### src/rtl/isa_seq_pkg.sv
package isa_seq_pkg;
  localparam int ADDR_W = 24;
  localparam int DATA_W = 16;
  localparam int SA_W   = 20;
  localparam int IO_W   = 16;
  localparam int LA_LSB = 17;
  localparam int LA_W   = ADDR_W - LA_LSB;

  typedef enum logic [2:0] {
    K_MRD  = 3'd0,
    K_MWR  = 3'd1,
    K_IORD = 3'd2,
    K_IOWR = 3'd3,
    K_REF  = 3'd4
  } cyc_kind_e;

  typedef enum logic [1:0] {
    ST_IDLE = 2'd0,
    ST_ADDR = 2'd1,
    ST_CMD  = 2'd2
  } seq_state_e;

  typedef struct packed {
    cyc_kind_e           kind;
    logic [ADDR_W-1:0]   addr;
    logic [1:0]          be;
    logic [DATA_W-1:0]   wdata;
  } cyc_req_t;
endpackage

### src/rtl/isa_seq_len.sv
module isa_seq_len
  import isa_seq_pkg::*;
#(
  parameter int CNT_W = 3,
  parameter int L16   = 3,
  parameter int S16   = 2,
  parameter int L8    = 6,
  parameter int S8    = 3,
  parameter int LREF  = 3
) (
  input  cyc_kind_e        kind,
  input  logic             wide,
  output logic [CNT_W-1:0] long_len,
  output logic [CNT_W-1:0] short_len,
  output logic             zws_en
);
  logic is_io;

  always_comb begin
    is_io = (kind == K_IORD) || (kind == K_IOWR);
    if (kind == K_REF) begin
      long_len  = CNT_W'(LREF);
      short_len = CNT_W'(LREF);
      zws_en    = 1'b0;
    end else if (wide) begin
      long_len  = CNT_W'(L16);
      short_len = CNT_W'(S16);
      zws_en    = !is_io;
    end else begin
      long_len  = CNT_W'(L8);
      short_len = CNT_W'(S8);
      zws_en    = 1'b1;
    end
  end
endmodule

### src/rtl/isa_seq_ctrl.sv
module isa_seq_ctrl
  import isa_seq_pkg::*;
#(
  parameter int CNT_W = 3,
  parameter int L16   = 3,
  parameter int S16   = 2,
  parameter int L8    = 6,
  parameter int S8    = 3,
  parameter int LREF  = 3
) (
  input  logic              clk,
  input  logic              rst_n,
  input  logic              req_valid,
  input  cyc_req_t          req_in,
  input  logic              mem16_n,
  input  logic              zero_ws_n,
  input  logic [DATA_W-1:0] sd_in,
  output seq_state_e        st_q,
  output cyc_req_t          cur_q,
  output logic [CNT_W-1:0]  cnt_q,
  output logic              done_q,
  output logic [DATA_W-1:0] rdata_q
);
  seq_state_e        st_d;
  logic [CNT_W-1:0]  cnt_d;
  logic              wide_q, wide_d;
  logic              load_en, done_d, rd_en;
  logic [CNT_W-1:0]  long_len, short_len;
  logic              zws_en, fin, kind_ok, is_mem, is_io, is_rd;

  isa_seq_len #(
    .CNT_W(CNT_W), .L16(L16), .S16(S16), .L8(L8), .S8(S8), .LREF(LREF)
  ) i_len (
    .kind(cur_q.kind), .wide(wide_q),
    .long_len(long_len), .short_len(short_len), .zws_en(zws_en)
  );

  always_comb begin
    kind_ok = req_in.kind <= K_REF;
    is_mem  = (cur_q.kind == K_MRD) || (cur_q.kind == K_MWR);
    is_io   = (cur_q.kind == K_IORD) || (cur_q.kind == K_IOWR);
    is_rd   = (cur_q.kind == K_MRD) || (cur_q.kind == K_IORD);
    fin     = (cnt_q == long_len) ||
              (zws_en && !zero_ws_n && (cnt_q >= short_len));
    st_d    = st_q;
    cnt_d   = cnt_q;
    wide_d  = wide_q;
    load_en = 1'b0;
    done_d  = 1'b0;
    rd_en   = 1'b0;
    case (st_q)
      ST_IDLE: if (req_valid && kind_ok) begin
        load_en = 1'b1;
        st_d    = ST_ADDR;
      end
      ST_ADDR: begin
        wide_d = is_mem ? !mem16_n : (is_io ? &cur_q.be : 1'b1);
        cnt_d  = CNT_W'(1);
        st_d   = ST_CMD;
      end
      ST_CMD: begin
        if (fin) begin
          st_d   = ST_IDLE;
          cnt_d  = '0;
          done_d = 1'b1;
          rd_en  = is_rd;
        end else begin
          cnt_d = cnt_q + CNT_W'(1);
        end
      end
      default: st_d = ST_IDLE;
    endcase
  end

  always_ff @(posedge clk or negedge rst_n) begin
    if (!rst_n) begin
      st_q   <= ST_IDLE;
      cnt_q  <= '0;
      wide_q <= 1'b0;
      done_q <= 1'b0;
    end else begin
      st_q   <= st_d;
      cnt_q  <= cnt_d;
      wide_q <= wide_d;
      done_q <= done_d;
    end
  end

  always_ff @(posedge clk or negedge rst_n) begin
    if (!rst_n) begin
      cur_q <= '0;
    end else if (load_en) begin
      cur_q <= req_in;
    end
  end

  always_ff @(posedge clk or negedge rst_n) begin
    if (!rst_n) begin
      rdata_q <= '0;
    end else if (rd_en) begin
      rdata_q <= sd_in;
    end
  end
endmodule

### src/rtl/isa_seq_drv.sv
module isa_seq_drv
  import isa_seq_pkg::*;
#(
  parameter int CNT_W     = 3,
  parameter int SMEM_DLY  = 1,
  parameter int LOW_BITS  = 20
) (
  input  seq_state_e        st,
  input  cyc_req_t          cur,
  input  logic [CNT_W-1:0]  cnt,
  output logic              busy,
  output logic [SA_W-1:0]   sa,
  output logic [LA_W-1:0]   la_hi,
  output logic              sbhe_n,
  output logic              memr_n,
  output logic              memw_n,
  output logic              smemr_n,
  output logic              smemw_n,
  output logic              ior_n,
  output logic              iow_n,
  output logic [DATA_W-1:0] sd_out,
  output logic              sd_oe
);
  logic on, cmd, is_io, low_mb, late, mr, mw;

  always_comb begin
    on     = st != ST_IDLE;
    cmd    = st == ST_CMD;
    is_io  = (cur.kind == K_IORD) || (cur.kind == K_IOWR);
    low_mb = cur.addr[ADDR_W-1:LOW_BITS] == '0;
    late   = cnt > CNT_W'(SMEM_DLY);
    mr     = cmd && ((cur.kind == K_MRD) || (cur.kind == K_REF));
    mw     = cmd && (cur.kind == K_MWR);
    busy    = on;
    memr_n  = !mr;
    memw_n  = !mw;
    smemr_n = !(mr && low_mb && late);
    smemw_n = !(mw && low_mb && late);
    ior_n   = !(cmd && (cur.kind == K_IORD));
    iow_n   = !(cmd && (cur.kind == K_IOWR));
    sbhe_n  = !(on && cur.be[1] && (cur.kind != K_REF));
    sa      = '0;
    la_hi   = '0;
    if (on) begin
      if (is_io) begin
        sa = {{(SA_W-IO_W){1'b0}}, cur.addr[IO_W-1:0]};
      end else begin
        sa    = cur.addr[SA_W-1:0];
        la_hi = cur.addr[ADDR_W-1:LA_LSB];
      end
    end
    sd_oe  = on && ((cur.kind == K_MWR) || (cur.kind == K_IOWR));
    sd_out = sd_oe ? cur.wdata : '0;
  end
endmodule

### src/rtl/isa_cycle_seq.sv
module isa_cycle_seq
  import isa_seq_pkg::*;
#(
  parameter int L16      = 3,
  parameter int S16      = 2,
  parameter int L8       = 6,
  parameter int S8       = 3,
  parameter int LREF     = 3,
  parameter int SMEM_DLY = 1,
  parameter int LOW_BITS = 20
) (
  input  logic        clk,
  input  logic        rst_n,
  input  logic        req_valid,
  input  logic [2:0]  req_kind,
  input  logic [23:0] req_addr,
  input  logic [1:0]  req_be,
  input  logic [15:0] req_wdata,
  input  logic        mem16_n,
  input  logic        zero_ws_n,
  input  logic [15:0] sd_in,
  output logic        busy,
  output logic        done,
  output logic [15:0] rdata,
  output logic [19:0] sa,
  output logic [6:0]  la_hi,
  output logic        sbhe_n,
  output logic        memr_n,
  output logic        memw_n,
  output logic        smemr_n,
  output logic        smemw_n,
  output logic        ior_n,
  output logic        iow_n,
  output logic [15:0] sd_out,
  output logic        sd_oe
);
  localparam int MAXL  = (L8 > L16) ? ((L8 > LREF) ? L8 : LREF)
                                    : ((L16 > LREF) ? L16 : LREF);
  localparam int CNT_W = $clog2(MAXL + 1);

  logic             rst_s1, rst_s2;
  seq_state_e       st;
  cyc_req_t         req_in, cur;
  logic [CNT_W-1:0] cnt;

  always_ff @(posedge clk or negedge rst_n) begin
    if (!rst_n) begin
      rst_s1 <= 1'b0;
      rst_s2 <= 1'b0;
    end else begin
      rst_s1 <= 1'b1;
      rst_s2 <= rst_s1;
    end
  end

  always_comb begin
    req_in.kind  = cyc_kind_e'(req_kind);
    req_in.addr  = req_addr;
    req_in.be    = req_be;
    req_in.wdata = req_wdata;
  end

  isa_seq_ctrl #(
    .CNT_W(CNT_W), .L16(L16), .S16(S16), .L8(L8), .S8(S8), .LREF(LREF)
  ) i_ctrl (
    .clk(clk), .rst_n(rst_s2), .req_valid(req_valid), .req_in(req_in),
    .mem16_n(mem16_n), .zero_ws_n(zero_ws_n), .sd_in(sd_in),
    .st_q(st), .cur_q(cur), .cnt_q(cnt), .done_q(done), .rdata_q(rdata)
  );

  isa_seq_drv #(
    .CNT_W(CNT_W), .SMEM_DLY(SMEM_DLY), .LOW_BITS(LOW_BITS)
  ) i_drv (
    .st(st), .cur(cur), .cnt(cnt), .busy(busy), .sa(sa), .la_hi(la_hi),
    .sbhe_n(sbhe_n), .memr_n(memr_n), .memw_n(memw_n),
    .smemr_n(smemr_n), .smemw_n(smemw_n), .ior_n(ior_n), .iow_n(iow_n),
    .sd_out(sd_out), .sd_oe(sd_oe)
  );
endmodule

### config.mk
export PLATFORM = sky130hd
export DESIGN_NAME = isa_cycle_seq
export DESIGN_NICKNAME = d
export VERILOG_FILES = /design/src/rtl/isa_seq_pkg.sv /design/src/rtl/isa_seq_len.sv /design/src/rtl/isa_seq_ctrl.sv /design/src/rtl/isa_seq_drv.sv /design/src/rtl/isa_cycle_seq.sv
export SDC_FILE = /design/constraint.sdc
export NUM_CORES = 1
export LEC_CHECK = 0
export BUFFER_PORTS_ARGS = -buffer_cell sky130_fd_sc_hd__buf_4
export CORE_AREA = 2 2 86 88
export DETAILED_ROUTE_END_ITERATION = 8
export DIE_AREA = 0 0 88 90
export PLACE_DENSITY = 0.75
export SETUP_SLACK_MARGIN = 0.3
export SYNTH_ARGS = -nofsm -noshare
export SYNTH_HDL_FRONTEND = slang
export SYNTH_SLANG_ARGS = --single-unit
### constraint.sdc
create_clock -name clk -period 2.85 [get_ports clk]
set_input_delay 0.57 -clock clk [delete_from_list [all_inputs] [get_ports clk]]
set_output_delay 0.57 -clock clk [all_outputs]
set_load 0.01 [all_outputs]
After elaboration in Yosys (flattened, before gate mapping)
Cells that the tools add are included.
{ "totals": {"out_inout_bits": 69, "regBits": 70, "input_bits": 66} }
{ "classes": {"reduce_logical": 37, "eq_ne": 10, "add_sub_neg": 1, "muxes": 24, "n_lt_le_gt_ge": 3} }
{ "ops": {"columns": ["cell", "count"], "rows": [
  ["two-way mux 20 bit", 2],
  ["two-way mux 16 bit", 1],
  ["logical AND 1 bit", 14],
  ["two-way mux 7 bit", 2],
  ["two-way mux 1 bit", 12],
  ["logical NOT 1 bit", 10],
  ["two-way mux 3 bit", 3],
  ["equality test 3 x 2 -> 1 bit, second input constant", 2],
  ["logical OR 1 bit", 6],
  ["one-hot mux 2 bit (3 select lines)", 1],
  ["one-hot mux 3 bit (2 select lines)", 1],
  ["logical NOT 4 bit", 1],
  ["two-way mux 2 bit", 2],
  ["!= test 2 x 1 -> 1 bit, second input constant", 2],
  ["AND reduction 2 bit", 2],
  ["nonzero test 2 bit", 2],
  ["adder 3 x 1 -> 3 bit, second input constant", 1],
  ["equality test 3 x 1 -> 1 bit, second input constant", 1],
  ["equality test 3 bit", 1],
  ["equality test 3 bit, second input constant", 1],
  [">= comparator 3 x 2 -> 1 bit", 1],
  ["> comparator 3 x 1 -> 1 bit, second input constant", 1],
  ["<= comparator 3 bit, second input constant", 1],
  ["logical NOT 3 bit", 1],
  ["4 further kinds", 4]
]} }

Longest topological paths before layout
Gate-level depths: netlist of the first run.
{ "logic_depth": {"ltp_word": 10, "depth_mapped": 10, "mapped_depth_nobuf": 9} }

By module
Synthesis of the first run repeated with hierarchy kept, for this count alone.
{ "unflattened": {"cells_unflattened": 262, "area_unflattened_um2": 3470.8} }
{ "modules_own_cells": {"columns": ["mod", "seq_area_each_um2", "n_inst", "cells_each", "area_each_um2"], "rows": [
  ["isa_seq_ctrl", 1701.6, 1, 182, 2805.2],
  ["isa_seq_drv", 0.0, 1, 66, 543.0],
  ["isa_seq_len", 0.0, 1, 11, 68.8],
  ["isa_cycle_seq", 50.0, 1, 3, 53.8]
]} }

Least setup slack after synthesis of the first run
No wires, ideal clock.
{ "synth_path": {"path_type": "register to register", "from": "reg i_ctrl.cur_q[43] in the netlist's numbering", "to": "reg i_ctrl.rdata_q[10]", "t_arrival_ns": 2.431, "t_required_ns": 2.725, "setup_slack_ns": 0.294, "period_less_slack_ns": 2.556, "stages_incl_launch_ff": 10, "cell_sequence": "dfrtp_1 > clkbuf_1 > or3_1 > nand2_1 > ha_1 > o21ai_0 > a2111oi_4 > o21ai_4 > buf_6 > mux2_4"} }
{ "synth_between": {"elab_chain_len": 10, "elab_cells_between_ends": 18, "cone_classes": "1 x order compare; 4 x eq/ne; 6 x mux; 7 x reduce/logical"} }
{ "synth_rtl": {"columns": ["element", "line_no", "source"], "rows": [
  ["start: declaration", "isa_seq_ctrl.sv:19", "output cyc_req_t cur_q,"],
  ["start signal: assignment", "isa_seq_ctrl.sv:93", "cur_q <= req_in;"],
  ["branches (longest 8 deep; another with >= comparator 3 x 2 -> 1 bit)", null, null],
  ["two-way mux 1 bit (*)", "isa_seq_ctrl.sv:62", "if (fin) begin"],
  ["two-way mux 1 bit (*)", "isa_seq_ctrl.sv:51", "case (st_q)"],
  ["end signal: assignment", "isa_seq_ctrl.sv:101", "rdata_q <= sd_in;"],
  ["end: declaration", "isa_seq_ctrl.sv:22", "output logic [DATA_W-1:0] rdata_q"]
]} }
Mark *: on every way between the ends.
A chain may end at the register's enable or synchronous reset.

Worst setup path after layout of the first run
{ "layout_path": {"from": "reg i_ctrl.cur_q[43] in the netlist's numbering", "to": "reg i_ctrl.st_q[1]"} }
{ "layout_between": {"elab_chain_len": 10, "elab_cells_between_ends": 16, "cone_classes": "1 x order compare; 5 x eq/ne; 4 x mux; 6 x reduce/logical"} }
{ "layout_rtl": {"columns": ["element", "line_no", "source"], "rows": [
  ["branches (longest 7 deep; another with >= comparator 3 x 2 -> 1 bit)", null, null],
  ["logical OR 1 bit (*)", "isa_seq_ctrl.sv:43", "fin = (cnt_q == long_len) ||"],
  ["!= test 2 x 1 -> 1 bit (no source line) (*)", null, null],
  ["AND reduction 2 bit (no source line) (*)", null, null],
  ["end signal: assignment", "isa_seq_ctrl.sv:82", "st_q <= st_d;"],
  ["end: declaration", "isa_seq_ctrl.sv:18", "output seq_state_e st_q,"]
]} }
Marks and branches as above.

==> summary.md, run 1 <==
| Metric | Value |
|---|---|
| Worst EP required | 3.08 ns |
| DRT antenna net count | 0 |
| Reg area | between 1500 and 2000 sq um |
| Diodes inserted | 0 |
| Crit start category | flip-flop |
| Crit path from | i_ctrl.cur_q[43] |
| Syn_area_per_cell | roughly 13 sq um |
| Clock transition at path regs | roughly 0.08 ns |
| CP endpoint kind | flip-flop |
| CTS tree | yes |
| Reg-to-reg endpoint | i_ctrl.st_q[1] |
| Post-DP HPWL | around 5500 um |
| Mapped Area | about 3300 sq um |
| Overflow after GRT | 0 |
| Layout cell share with drive strength beyond 1 | 0.578 |
| Power density cells | 982 nW/um^2 |
| Final wirelength | between 7000 and 8000 um |
| # Max-Cap Violations | 0 |
| Top cells by area, synth | dfrtp_1, mux2_2, and2_1, mux2_4, nor2b_1 |
| Cts bufs inserted | 9 |
| Total global routing track utilization | 0.195 |
| Cell Rows | 31 |
| Footprint of the multi-input gates | approximately 1400 sq um |
| GPL Wtd Cong | 0.776 |
| DRT Pass-1 Iters | 3 |
| Largest net degree at the start of global routing | 49 |
| Yosys warns | 0 |
| Die Area | 7920 sq um |
| Skew-Pair Late Insertion Delay | about 0.35 ns |
| Int Pwr | 2.95 mW |
| Period minus WS final | around 2.4 ns |
| Placement Cell Area | 4390 sq um |
| Final Cell Area | about 4600 sq um |
| Core area | about 7000 sq um |
| Crit share post-route | 0.856 |
| Seq pwr share | 0.384 |
| Die X-Extent | a little under 90 um |
| Slew @ Worst Pin | around 0.86 ns |
| Clock buffer depth | 2 |
| Util after Layout | 0.653 |
| Final instance count without filler cells | about 490 |
| Reg2reg start | i_ctrl.cur_q[43] |
| Slew Limit Fails | 0 |
| Initial DRC Count | 65 |
| Sw power | 1.56 mW |
| Final net count | between 400 and 500 |
| Synth-to-layout area growth | 40.8% |
| Reg2reg setup slack | ~0.41 ns |
| Root Buffer | clkbuf_8 |
| Cell total after placement | between 400 and 500 |
| Starting Density | 0.464 |
| Hold Crit Class | reg -> async |
| TNS Setup | 0 ns |
| Area share of the largest cell type after synthesis | 0.538 |
| Synth Net Count | ~320 |
| Routed len/inst | about 15 um |
| Leakage | 2.26 nW |
| Clock skew | around 0.0064 ns |
| H-tree depth | 3 |
| Drt via density | roughly 4.8 |
| Seq/Total Area, Yosys | 0.538 |
| RSZ-0062 raised after global routing | yes |
| Worst Slack Setup Final | a little over 0.4 ns |
| Crit path largest cell delay | approximately 0.5 ns |
| Comb pwr share | 0.458 |
| Net Sw Frac | 0.345 |
| CTS Sinks | 70 |
| Worst r2r path cells | 8 |
| IO buf count | ~130 |
| Die Ht | roughly 90 um |
| Boundary pin count | roughly 140 |
| Crit Path Max Fanout | 11 |
| DRC Markers | 0 |
| Clock power frac | 0.158 |
| Critical path type | reg -> reg |
| End of the critical path | i_ctrl.st_q[1] |
| Vias post-DR | 2383 |
| Unique masters post-synth | 36 |
| Yosys reg bits | 70 |
| Crit path max-delay cell type | dfrtp_1 |
| Vias in the first global route | roughly 2400 |
| Initial antenna violation count | 0 |
| Final Hold Fails | 0 |
| Area leader, netlist | dfrtp_1 |
| Mapped Cells | about 250 |
| Peak Freq | 0.410 GHz |
| Setup Viol. Count Final | 0 |
| Fillcell total | 558 |
| Max-slew headroom | 0.421 |
| Worst ir drop on vdd | 0.502 mV |
| Data arrival, critical path | roughly 2.7 ns |
| Setup WS pre-CTS | between 0.2 and 0.3 ns |
| Status | completed |
| CP cell instances | or3_1 -> nand2_1 -> ha_1 -> o21ai_1 -> a2111oi_4 -> buf_4 -> o31ai_1 -> mux2_2 |
| Global-route wire length before repair | 11900 um |
[layer usage]
| metal | track usage | vias up | part of all wire |
|---|---|---|---|
| met1 | 0.244 | 1168 | 0.41 |
| met3 | 0.0597 | 9 | 0.062 |
| met4 | 0.0756 | 0 | 0.016 |
| li1 | - | 1136 | - |
| met5 | 0 | - | 0 |
| met2 | 0.314 | 70 | 0.52 |
[Yosys cell counts]
| cell | n |
|---|---|
| a21o_1 | 1 |
| o311ai_0 | 2 |
| a21oi_1 | 2 |
| buf_6 | 1 |
| inv_1 | 9 |
| o21ai_0 | 2 |
| nand2b_1 | 3 |
| or3_1 | 1 |
| o31ai_1 | 1 |
| o21a_1 | 2 |
| o21ai_4 | 1 |
| o2111ai_1 | 1 |
| conb_1 | 1 |
| o2bb2ai_1 | 1 |
| nand2_1 | 4 |
| nand3b_1 | 2 |
| and2_1 | 24 |
| nor3_1 | 1 |
| nor4_1 | 2 |
| nor3b_2 | 1 |
| dfrtp_1 | 70 |
| nor2_1 | 6 |
| mux2_2 | 52 |
| a31oi_1 | 2 |
| or2_2 | 1 |
| ha_1 | 7 |
| o41ai_2 | 1 |
| nand3_1 | 4 |
| a2111oi_4 | 1 |
| buf_4 | 3 |
| nor2b_1 | 17 |
| a2bb2oi_1 | 1 |
| mux2_4 | 10 |
| clkbuf_1 | 9 |
| o41ai_1 | 1 |
| and3_1 | 2 |
[power groups by stage]
stage	sequential (mW)	clock [mW]	combinational, mW
2_1_floorplan	1.71	0	1.22
3_3_place_gp	1.72	0	2.02
3_5_place_dp	1.75	0	2.07
4_1_cts	1.73	0.739	2.08
5_1_grt	1.80	0.779	2.24
6_report	1.73	0.713	2.06
[layout make-up]
type	instances	share of cell area
repair buffers	141	0.237
well taps	99	0.0270
multi-input cells	157	0.309
flip-flops and latches	70	0.382
inverters	9	0.00736
clock inverters	7	0.0106
clock buffers	9	0.0270
[worst max-delay path: cells and delay by family (launching register included)]
family	cells	cell delay [ns]
buf+inv	1	0.18
simple gates	2	0.50
mux	1	0.36
fa+ha+maj	1	0.22
flops	1	0.49
compound gates	3	0.58
[repair_timing]
item,in CTS,in global routing
hold endpoints to repair,2,0
gates resized for setup,1,3
hold buffers,1,0
endpoints found under the setup margin,23,22
pin swaps,1,0
setup buffers,1,0
[flip-flops by register name (all words and copies together), names as in the netlist]
name / cells
i_ctrl.cnt_q: 3
i_ctrl.cur_q: 45
i_ctrl.done_q: 1
i_ctrl.rdata_q: 16
i_ctrl.st_q: 2
i_ctrl.wide_q: 1
rst_s1: 1
rst_s2: 1
[worst min-delay path by stage]
stage	start	endpoint	slack, ns	cells past startpoint
after floorplan	rst_n	rst_s1	0.27	0
after global placement	rst_s2	i_ctrl.cur_q[19]	0.25	0
after detailed placement	rst_s2	i_ctrl.cur_q[23]	0.25	0
after CTS	rst_s2	i_ctrl.cur_q[26]	0.26	0
after global routing	rst_s2	i_ctrl.cur_q[32]	0.28	0
final	rst_s2	i_ctrl.cur_q[25]	0.24	0
[cells by family (layout without fill, tap and decap cells)]
group,after synthesis,in the layout,synth area share
flops,70,70,0.538
simple gates,68,68,0.124
mux,62,62,0.226
buf+inv,22,166,0.0311
compound gates,19,19,0.0538
fa+ha+maj,7,7,0.0269
other cells,1,1,0.00115
[stage by stage]
stage	hold WS, ns	total power [mW]
after floorplan	0.274	2.93
after global placement	0.250	3.74
after detailed placement	0.251	3.82
after CTS	0.255	4.55
after global routing	0.285	4.82
final	0.242	4.50
[cells in the final DEF (no fill, tap or decap), types with 2 or more instances in the layout]
cell type	n
nor2b_1	17
buf_4	138
nand3b_1	2
clkbuf_8	9
clkinv_2	3
buf_12	2
nand2_1	4
o311ai_0	2
nand2b_1	3
inv_1	9
nand3_1	3
inv_6	2
a21oi_1	2
mux2_2	52
nor4_1	2
nor2_1	5
and2_1	24
mux2_4	10
o21a_1	2
a31oi_1	2
dfrtp_1	69
ha_1	7
Note: power is estimated with default switching activity, not from simulation.
==> inputs of run 2 (changes only) <==
--- a/config.mk
+++ b/config.mk
@@ -6,10 +6,10 @@
 export NUM_CORES = 1
 export LEC_CHECK = 0
 export BUFFER_PORTS_ARGS = -buffer_cell sky130_fd_sc_hd__buf_4
-export CORE_AREA = 2 2 86 88
+export CORE_AREA = 2 2 110 69
 export DETAILED_ROUTE_END_ITERATION = 8
-export DIE_AREA = 0 0 88 90
-export PLACE_DENSITY = 0.75
+export DIE_AREA = 0 0 112 71
+export PLACE_DENSITY = 0.76
 export SETUP_SLACK_MARGIN = 0.3
 export SYNTH_ARGS = -nofsm -noshare
 export SYNTH_HDL_FRONTEND = slang
==> run 2 against run 1 <==
  * Hold slack better by 0.087 ns
  * First-iteration DRC count did not move
  * Non-clock buffer count did not move
  * Clock-buffer cell count is 2 higher
  * Sequential power about the same
  * Clock skew hardly changed
  * Final cell count is 1.6% lower
  * Sequential share of layout area decreased by 1.3 points
  * Sequential cell count stayed put
  * Core utilization is 2.1 points higher
==> summary.md, run 2 (synthesized netlist as in run 1, its figures left out) <==
| Metric | Value |
|---|---|
| Status | completed |
| Synth-to-layout area growth | 45.5% |
| Vias post-DR | 2394 (+0.46%) |
| Period minus WS final | 2.46 ns (+0.0225 ns) |
| Final Hold Fails | 0 (unchanged) |
| Starting Density | 0.464 (about the same) |
| Power density cells | 1080 nW/um^2 (+9.5%) |
| GPL Wtd Cong | 0.838 (+8.0%) |
| IO buf count | 134 (unchanged) |
| Layout cell share with drive strength beyond 1 | 0.573 (-0.00509) |
| Initial DRC Count | 65 (unchanged) |
| Most frequent cells in the layout | buf_4, dfrtp_1, mux2_2, and2_1, nor2b_1 |
| CTS Sinks | 70 (unchanged) |
| Most common cell after layout, fill and taps aside | buf_4 |
| Initial antenna violation count | 0 (unchanged) |
| Final net count | 461 (unchanged) |
| Critical path type | reg -> reg |
| Die Ht | 71 um (-21%) |
| Top reg by flops | i_ctrl.cur_q |
| Clock skew | 0.00691 ns (+0.000480 ns) |
| Crit share post-route | 0.864 (+0.00790) |
| CP endpoint kind | flip-flop |
| Die X-Extent | 112 um (+27%) |
| DRT Pass-1 Iters | 6 (+3) |
| Drt via density | 4.95 (+2.1%) |
| Crit Path Max Fanout | 16 (+5) |
| Worst hold slack | 0.330 ns (+0.0874 ns) |
| Leakage | 2.34 nW (+3.3%) |
| Vias in the first global route | 2486 (+3.2%) |
| Clock transition at path regs | 0.06 ns (-0.02 ns) |
| Final wirelength | 7780 um (+5.3%) |
| Cts bufs inserted | 9 (unchanged) |
| Largest net degree at the start of global routing | 39 (-20%) |
| DRT antenna net count | 0 (unchanged) |
| H-tree depth | 3 (unchanged) |
| Routed len/inst | 16.1 um (+7.0%) |
| Root Buffer | clkbuf_16 |
| Boundary pin count | 135 (unchanged) |
| Total global routing track utilization | 0.207 (+0.0117) |
| TNS Setup | 0 ns (unchanged) |
| Global-route wire length before repair | 12600 um (+5.3%) |
| RSZ-0062 raised after global routing | yes |
| Clock buffer depth | 2 (unchanged) |
| Core area | 7030 sq um (about the same) |
| Hold Crit Class | reg -> async |
| Slew @ Worst Pin | 0.849 ns (-0.00971 ns) |
| Overflow after GRT | 0 (unchanged) |
| Max reg flops | 45 (unchanged) |
| Setup Viol. Count Final | 0 (unchanged) |
| Worst ir drop on vdd | 0.540 mV (+7.5%) |
| Post-DP HPWL | 5650 um (+2.5%) |
| Top Registers | i_ctrl.cur_q: 45 flops, i_ctrl.rdata_q: 16 flops, i_ctrl.cnt_q: 3 flops |
| Skew-Pair Late Insertion Delay | 0.33 ns (-0.02 ns) |
| Peak Freq | 0.406 GHz (-0.91%) |
| DRC Markers | 0 (unchanged) |
| Data arrival, critical path | 2.67 ns (about the same) |
| Max-slew headroom | 0.428 (+0.00654) |
| # Max-Cap Violations | 0 (unchanged) |
| Slew Limit Fails | 0 (unchanged) |
| Worst EP required | 3.06 ns (-0.02 ns) |
| Diodes inserted | 0 (unchanged) |
| Reg2reg setup slack | 0.39 ns (-0.02 ns) |
| Crit start category | flip-flop |
| Die Area | 7950 sq um (+0.40%) |
| CTS tree | yes |
| Cell Rows | 24 (-23%) |
[run 2: path summary, 6_finish.rpt]
check | end | startpoint | depth (start not counted)
worst max-delay path | i_ctrl.rdata_q[6] | i_ctrl.cur_q[43] | 8
worst min-delay path | i_ctrl.cur_q[1] | rst_s2 | 0
worst max register to register | i_ctrl.rdata_q[6] | i_ctrl.cur_q[43] | 8
worst min register to register | i_ctrl.cur_q[1] | rst_s2 | 0
max in group asynchronous | i_ctrl.cur_q[39] | rst_s2 | 1
min in group clk | rst_s2 | rst_s1 | 0
[run 2: layout make-up]
| type | instances | area [sq um] |
|---|---|---|
| Sequential cell | 70 | 1750 |
| Clock buffer | 11 | 233 |
| Inverter | 9 | 33.8 |
| Tap cell | 91 | 114 |
| Fill cell | 552 | 2280 |
| Clock inverter | 5 | 108 |
| Timing Repair Buffer | 141 | 1090 |
| Multi-Input combinational cell | 157 | 1420 |
[run 2: stage by stage]
stage / setup slack, ns / area (sq um) / power [mW] / util / std cells
final: 0.388 / 4740 / 5.10 / 0.675 / 484
after CTS: 0.311 / 4740 / 5.15 / 0.675 / 484
after detailed placement: 0.291 / 4380 / 3.84 / 0.623 / 466
after global placement: 0.382 / 4380 / 3.76 / 0.623 / 466
after global routing: 0.278 / 4740 / 5.41 / 0.675 / 484
after floorplan: 0.312 / 3260 / 2.93 / - / 249
[run 2: metal layers]
metal	part of all wire	GRT usage	up-vias	wire (um)
met5	0	0	-	0
met2	0.44	0.310	103	3430
met1	0.45	0.265	1153	3500
met3	0.099	0.0908	8	774
li1	-	-	1130	-
met4	0.010	0.0894	0	79
[run 2: worst max-delay path, cell delays in order, from the launching register on]
cell and delay [ns]:
dfrtp_1 0.50, or3_1 0.44, nand2_1 0.08, ha_1 0.12, o21ai_1 0.10, a2111oi_4 0.50, o21ai_4 0.12, buf_12 0.19
mux2_4 0.30
[run 2: report_power, final]
part / internal, mW / switching [mW] / total, mW / leakage [nW]
Sequential: 1.45 / 0.298 / 1.75 / 0.853
Clock: 0.858 / 0.410 / 1.27 / 0.164
Combinational: 1.18 / 0.903 / 2.08 / 1.32
Total: 3.49 / 1.61 / 5.10 / 2.34
[run 2: repair_timing]
action                                 CTS  global route
pin swaps                                0             0
gates resized for setup                  2             1
setup buffers                            1             0
cloned                                   0             0
endpoints found under the hold margin    2             0
hold buffers                             1             0
setup endpoints to repair               39            23
==> inputs of run 3 (changes only) <==
--- a/config.mk
+++ b/config.mk
@@ -6,11 +6,13 @@
 export NUM_CORES = 1
 export LEC_CHECK = 0
 export BUFFER_PORTS_ARGS = -buffer_cell sky130_fd_sc_hd__buf_4
-export CORE_AREA = 2 2 110 69
+export CORE_AREA = 2 2 112 71
 export DETAILED_ROUTE_END_ITERATION = 8
-export DIE_AREA = 0 0 112 71
+export DIE_AREA = 0 0 114 73
+export MAX_ROUTING_LAYER = met4
 export PLACE_DENSITY = 0.76
 export SETUP_SLACK_MARGIN = 0.3
 export SYNTH_ARGS = -nofsm -noshare
 export SYNTH_HDL_FRONTEND = slang
+export SYNTH_HIERARCHICAL = 1
 export SYNTH_SLANG_ARGS = --single-unit
==> run 3 against run 2 <==
  * Sequential cell count unchanged
  * Synthesized cell count up 5.2%
  * Non-clock buffer count down 1
  * Setup slack better by 0.029 ns
  * Cell area up 1.6%
  * Core utilization down 2.8 points
  * Critical path type unchanged
==> summary.md, run 3 <==
| Metric | Value |
|---|---|
| Top Registers | i_ctrl/cur_q: 45 flops, i_ctrl/rdata_q: 16 flops, i_ctrl/cnt_q: 3 flops |
| Data arrival, critical path | 2.64 ns (-0.03 ns) |
| Comb pwr share | 0.454 (+0.046) |
| Seq pwr share | 0.337 (-0.006) |
| Grt met1 use | 0.274 (+0.00906) |
| Most common cell after layout, fill and taps aside | buf_4 |
| Status | completed |
| Mapped Area | 3470 sq um (+6.5%) |
| Sw power | 1.78 mW (+10%) |
| Syn_area_per_cell | 13.2 sq um (+1.2%) |
| Boundary pin count | 135 (unchanged) |
| H-tree depth | 3 (unchanged) |
| Slew Limit Fails | 0 (unchanged) |
| Yosys warns | 6 (+6) |
| Cell Rows | 25 (+4.2%) |
| Total global routing track utilization | 0.203 (-0.00392) |
| Skew-Pair Late Insertion Delay | 0.32 ns (about the same) |
| Crit Path Max Fanout | 16 (unchanged) |
| Asr flop ratio synth | 1.00 (unchanged) |
| Post-synth EDFFs | 0 (unchanged) |
| Unique masters post-synth | 40 (+11%) |
| Overflow after GRT | 0 (unchanged) |
| Met3 GRT Util | 0.0648 (-0.0260) |
| DRC Markers | 0 (unchanged) |
| Initial DRC Count | 74 (+14%) |
| Placement Cell Area | 4510 sq um (+2.9%) |
| Hold Crit Class | in -> async |
| Reg2reg setup slack | 0.42 ns (+0.03 ns) |
| Crit share post-route | 0.854 (-0.0102) |
| Total Power | 5.34 mW (+4.7%) |
| Max reg flops | 45 (unchanged) |
| Most frequent cell after synthesis | dfrtp_1 |
| Worst ir drop on vdd | 0.550 mV (+1.8%) |
| Worst r2r path cells | 8 (unchanged) |
| Critical path type | reg -> reg |
| Drt via density | 4.97 (+0.56%) |
| Cts bufs inserted | 9 (unchanged) |
| Die X-Extent | 114 um (+1.8%) |
| Int Pwr | 3.56 mW (+2.0%) |
| Worst EP required | 3.06 ns (about the same) |
| Most frequent cells in the layout | buf_4, dfrtp_1, mux2_2, nor3b_1 |
| IO buf count | 134 (unchanged) |
| DRT antenna net count | 0 (unchanged) |
| Net Sw Frac | 0.333 (+0.0171) |
| Yosys reg bits | 70 (unchanged) |
| Most frequent cells after synthesis | dfrtp_1, mux2_2, nor3b_1 |
| RSZ-0062 raised after global routing | no |
| Clock buffer depth | 2 (unchanged) |
| Routed len/inst | 16.1 um (+0.19%) |
| Mapped Cells | 262 (+5.2%) |
| Synth-to-layout area growth | 38.8% |
| Clock transition at path regs | 0.06 ns (about the same) |
| Clock skew | 0.00854 ns (+0.00163 ns) |
| Setup Viol. Count Final | 0 (unchanged) |
| GPL Wtd Cong | 0.814 (-2.8%) |
| Grt peak-use layer | met2 |
| Die Area | 8320 sq um (+4.7%) |
| Worst hold slack | 0.0145 ns (-0.315 ns) |
| Global-route wire length before repair | 12500 um (-0.55%) |
| Final wirelength | 7990 um (+2.7%) |
| Leakage | 2.34 nW (-0.15%) |
| Peak Freq | 0.411 GHz (+1.2%) |
| Reg-to-reg endpoint | i_ctrl/rdata_q[3] |
| Slew @ Worst Pin | 0.789 ns (-0.0606 ns) |
| Final Hold Fails | 0 (unchanged) |
| Initial antenna violation count | 0 (unchanged) |
| Reg2reg start | i_ctrl/cur_q[44] |
| Vias in the first global route | 2541 (+2.2%) |
| Util after Layout | 0.647 (-0.0278) |
| GR Util met2 | 0.297 (-0.0128) |
| Clock power frac | 0.209 (-0.040) |
| Period minus WS final | 2.43 ns (-0.0289 ns) |
| Largest net degree at the start of global routing | 40 (+2.6%) |
| Seq/Total Area, Yosys | 0.505 (-0.0329) |
| Starting Density | 0.466 (+0.00254) |
| # Max-Cap Violations | 0 (unchanged) |
| CTS Sinks | 70 (unchanged) |
| CTS tree | yes |
| Max-slew headroom | 0.474 (+0.0466) |
| Area leader, netlist | dfrtp_1 |
| TNS Setup | 0 ns (unchanged) |
| Power density cells | 1110 nW/um^2 (+3.0%) |
| Die Ht | 73 um (+2.8%) |
| Final Cell Area | 4820 sq um (+1.6%) |
| DRT Pass-1 Iters | 4 (-2) |
| Top cells by area, synth | dfrtp_1, mux2_2, mux2_4, nor3b_2, nor3b_1 |
| Core area | 7440 sq um (+5.9%) |
| Top FF cell, synth | dfrtp_1 |
| Area share of the largest cell type after synthesis | 0.505 (-0.0329) |
| Post-DP HPWL | 5850 um (+3.5%) |
| Diodes inserted | 0 (unchanged) |
| Final net count | 471 (+2.2%) |
| CP endpoint kind | flip-flop |
| Top reg by flops | i_ctrl/cur_q |
| Fillcell total | 592 (+7.2%) |
| Layout cell share with drive strength beyond 1 | 0.614 (+0.0419) |
| Vias post-DR | 2467 (+3.0%) |
| Root Buffer | clkbuf_16 |
| Crit start category | flip-flop |
-- run 3: kinds of logic (layout without fill, tap and decap cells) --
kind of cell    after synthesis  count (layout)  synth area share
flops                        70              70             0.505
mux                          62              62             0.212
fa+ha+maj                     8               8            0.0288
compound gates               19              19            0.0389
other cells                   3               4           0.00324
simple gates                 71              71             0.154
xor+xnor                      3               3           0.00757
buf+inv                      26             165            0.0508
-- run 3: how the worst max path moves through the flow --
| stage | from | endpoint | cells after the start |
|---|---|---|---|
| 6_report | i_ctrl/cur_q[44] | i_ctrl/rdata_q[3] | 8 |
| 5_1_grt | i_ctrl/cur_q[44] | i_ctrl/rdata_q[3] | 8 |
| 4_1_cts | i_ctrl/cur_q[44] | sd_out[5] | 3 |
| 3_5_place_dp | i_ctrl/cur_q[44] | i_ctrl/st_q[1] | 8 |
| 3_3_place_gp | i_ctrl/cur_q[44] | i_ctrl/st_q[1] | 8 |
| 2_1_floorplan | i_ctrl/cur_q[44] | i_ctrl/rdata_q[10] | 9 |
-- run 3: power by group through the flow --
| stage | clock network (mW) | logic [mW] | registers [mW] |
|---|---|---|---|
| global placement | 0 | 2.37 | 1.78 |
| finish | 1.12 | 2.42 | 1.80 |
| global route | 1.19 | 2.63 | 1.87 |
| floorplan | 0 | 1.54 | 1.78 |
| CTS | 1.14 | 2.44 | 1.80 |
| detailed placement | 0 | 2.42 | 1.80 |
-- run 3: final cells by class --
type | count | area (sq um) | area share
Sequential cell | 70 | 1750 | 0.364
Inverter | 9 | 33.8 | 0.00701
Clock buffer | 13 | 260 | 0.0540
Multi-Input combinational cell | 167 | 1560 | 0.324
Timing Repair Buffer | 140 | 1050 | 0.218
Tap cell | 94 | 118 | 0.0244
Clock inverter | 3 | 42.5 | 0.00883
-- run 3: layer usage --
metal / share of wire / vias up
li1: - / 1169
met1: 0.47 / 1180
met2: 0.44 / 111
met3: 0.087 / 7
met4: 0.0098 / 0
met5: 0 / -
-- run 3: what timing repair did --
action	CTS	global route
setup endpoints to repair	0	8
setup buffers	0	0
hold buffers	0	0
resized for setup	0	2
-- run 3: stage by stage --
step,setup slack [ns],cells
2_1_floorplan,0.732,263
3_3_place_gp,0.565,480
3_5_place_dp,0.434,480
4_1_cts,0.342,496
5_1_grt,0.342,496
6_report,0.417,496
-- run 3: critical path, stage by stage (launching register included) --
cell and delay (ns):
dfrtp_1 0.48, nor3b_2 0.32, nand2b_1 0.17, ha_1 0.24
nor2b_1 0.11, o21ai_1 0.11, a21o_2 0.24, nand3_4 0.26
mux2_2 0.38
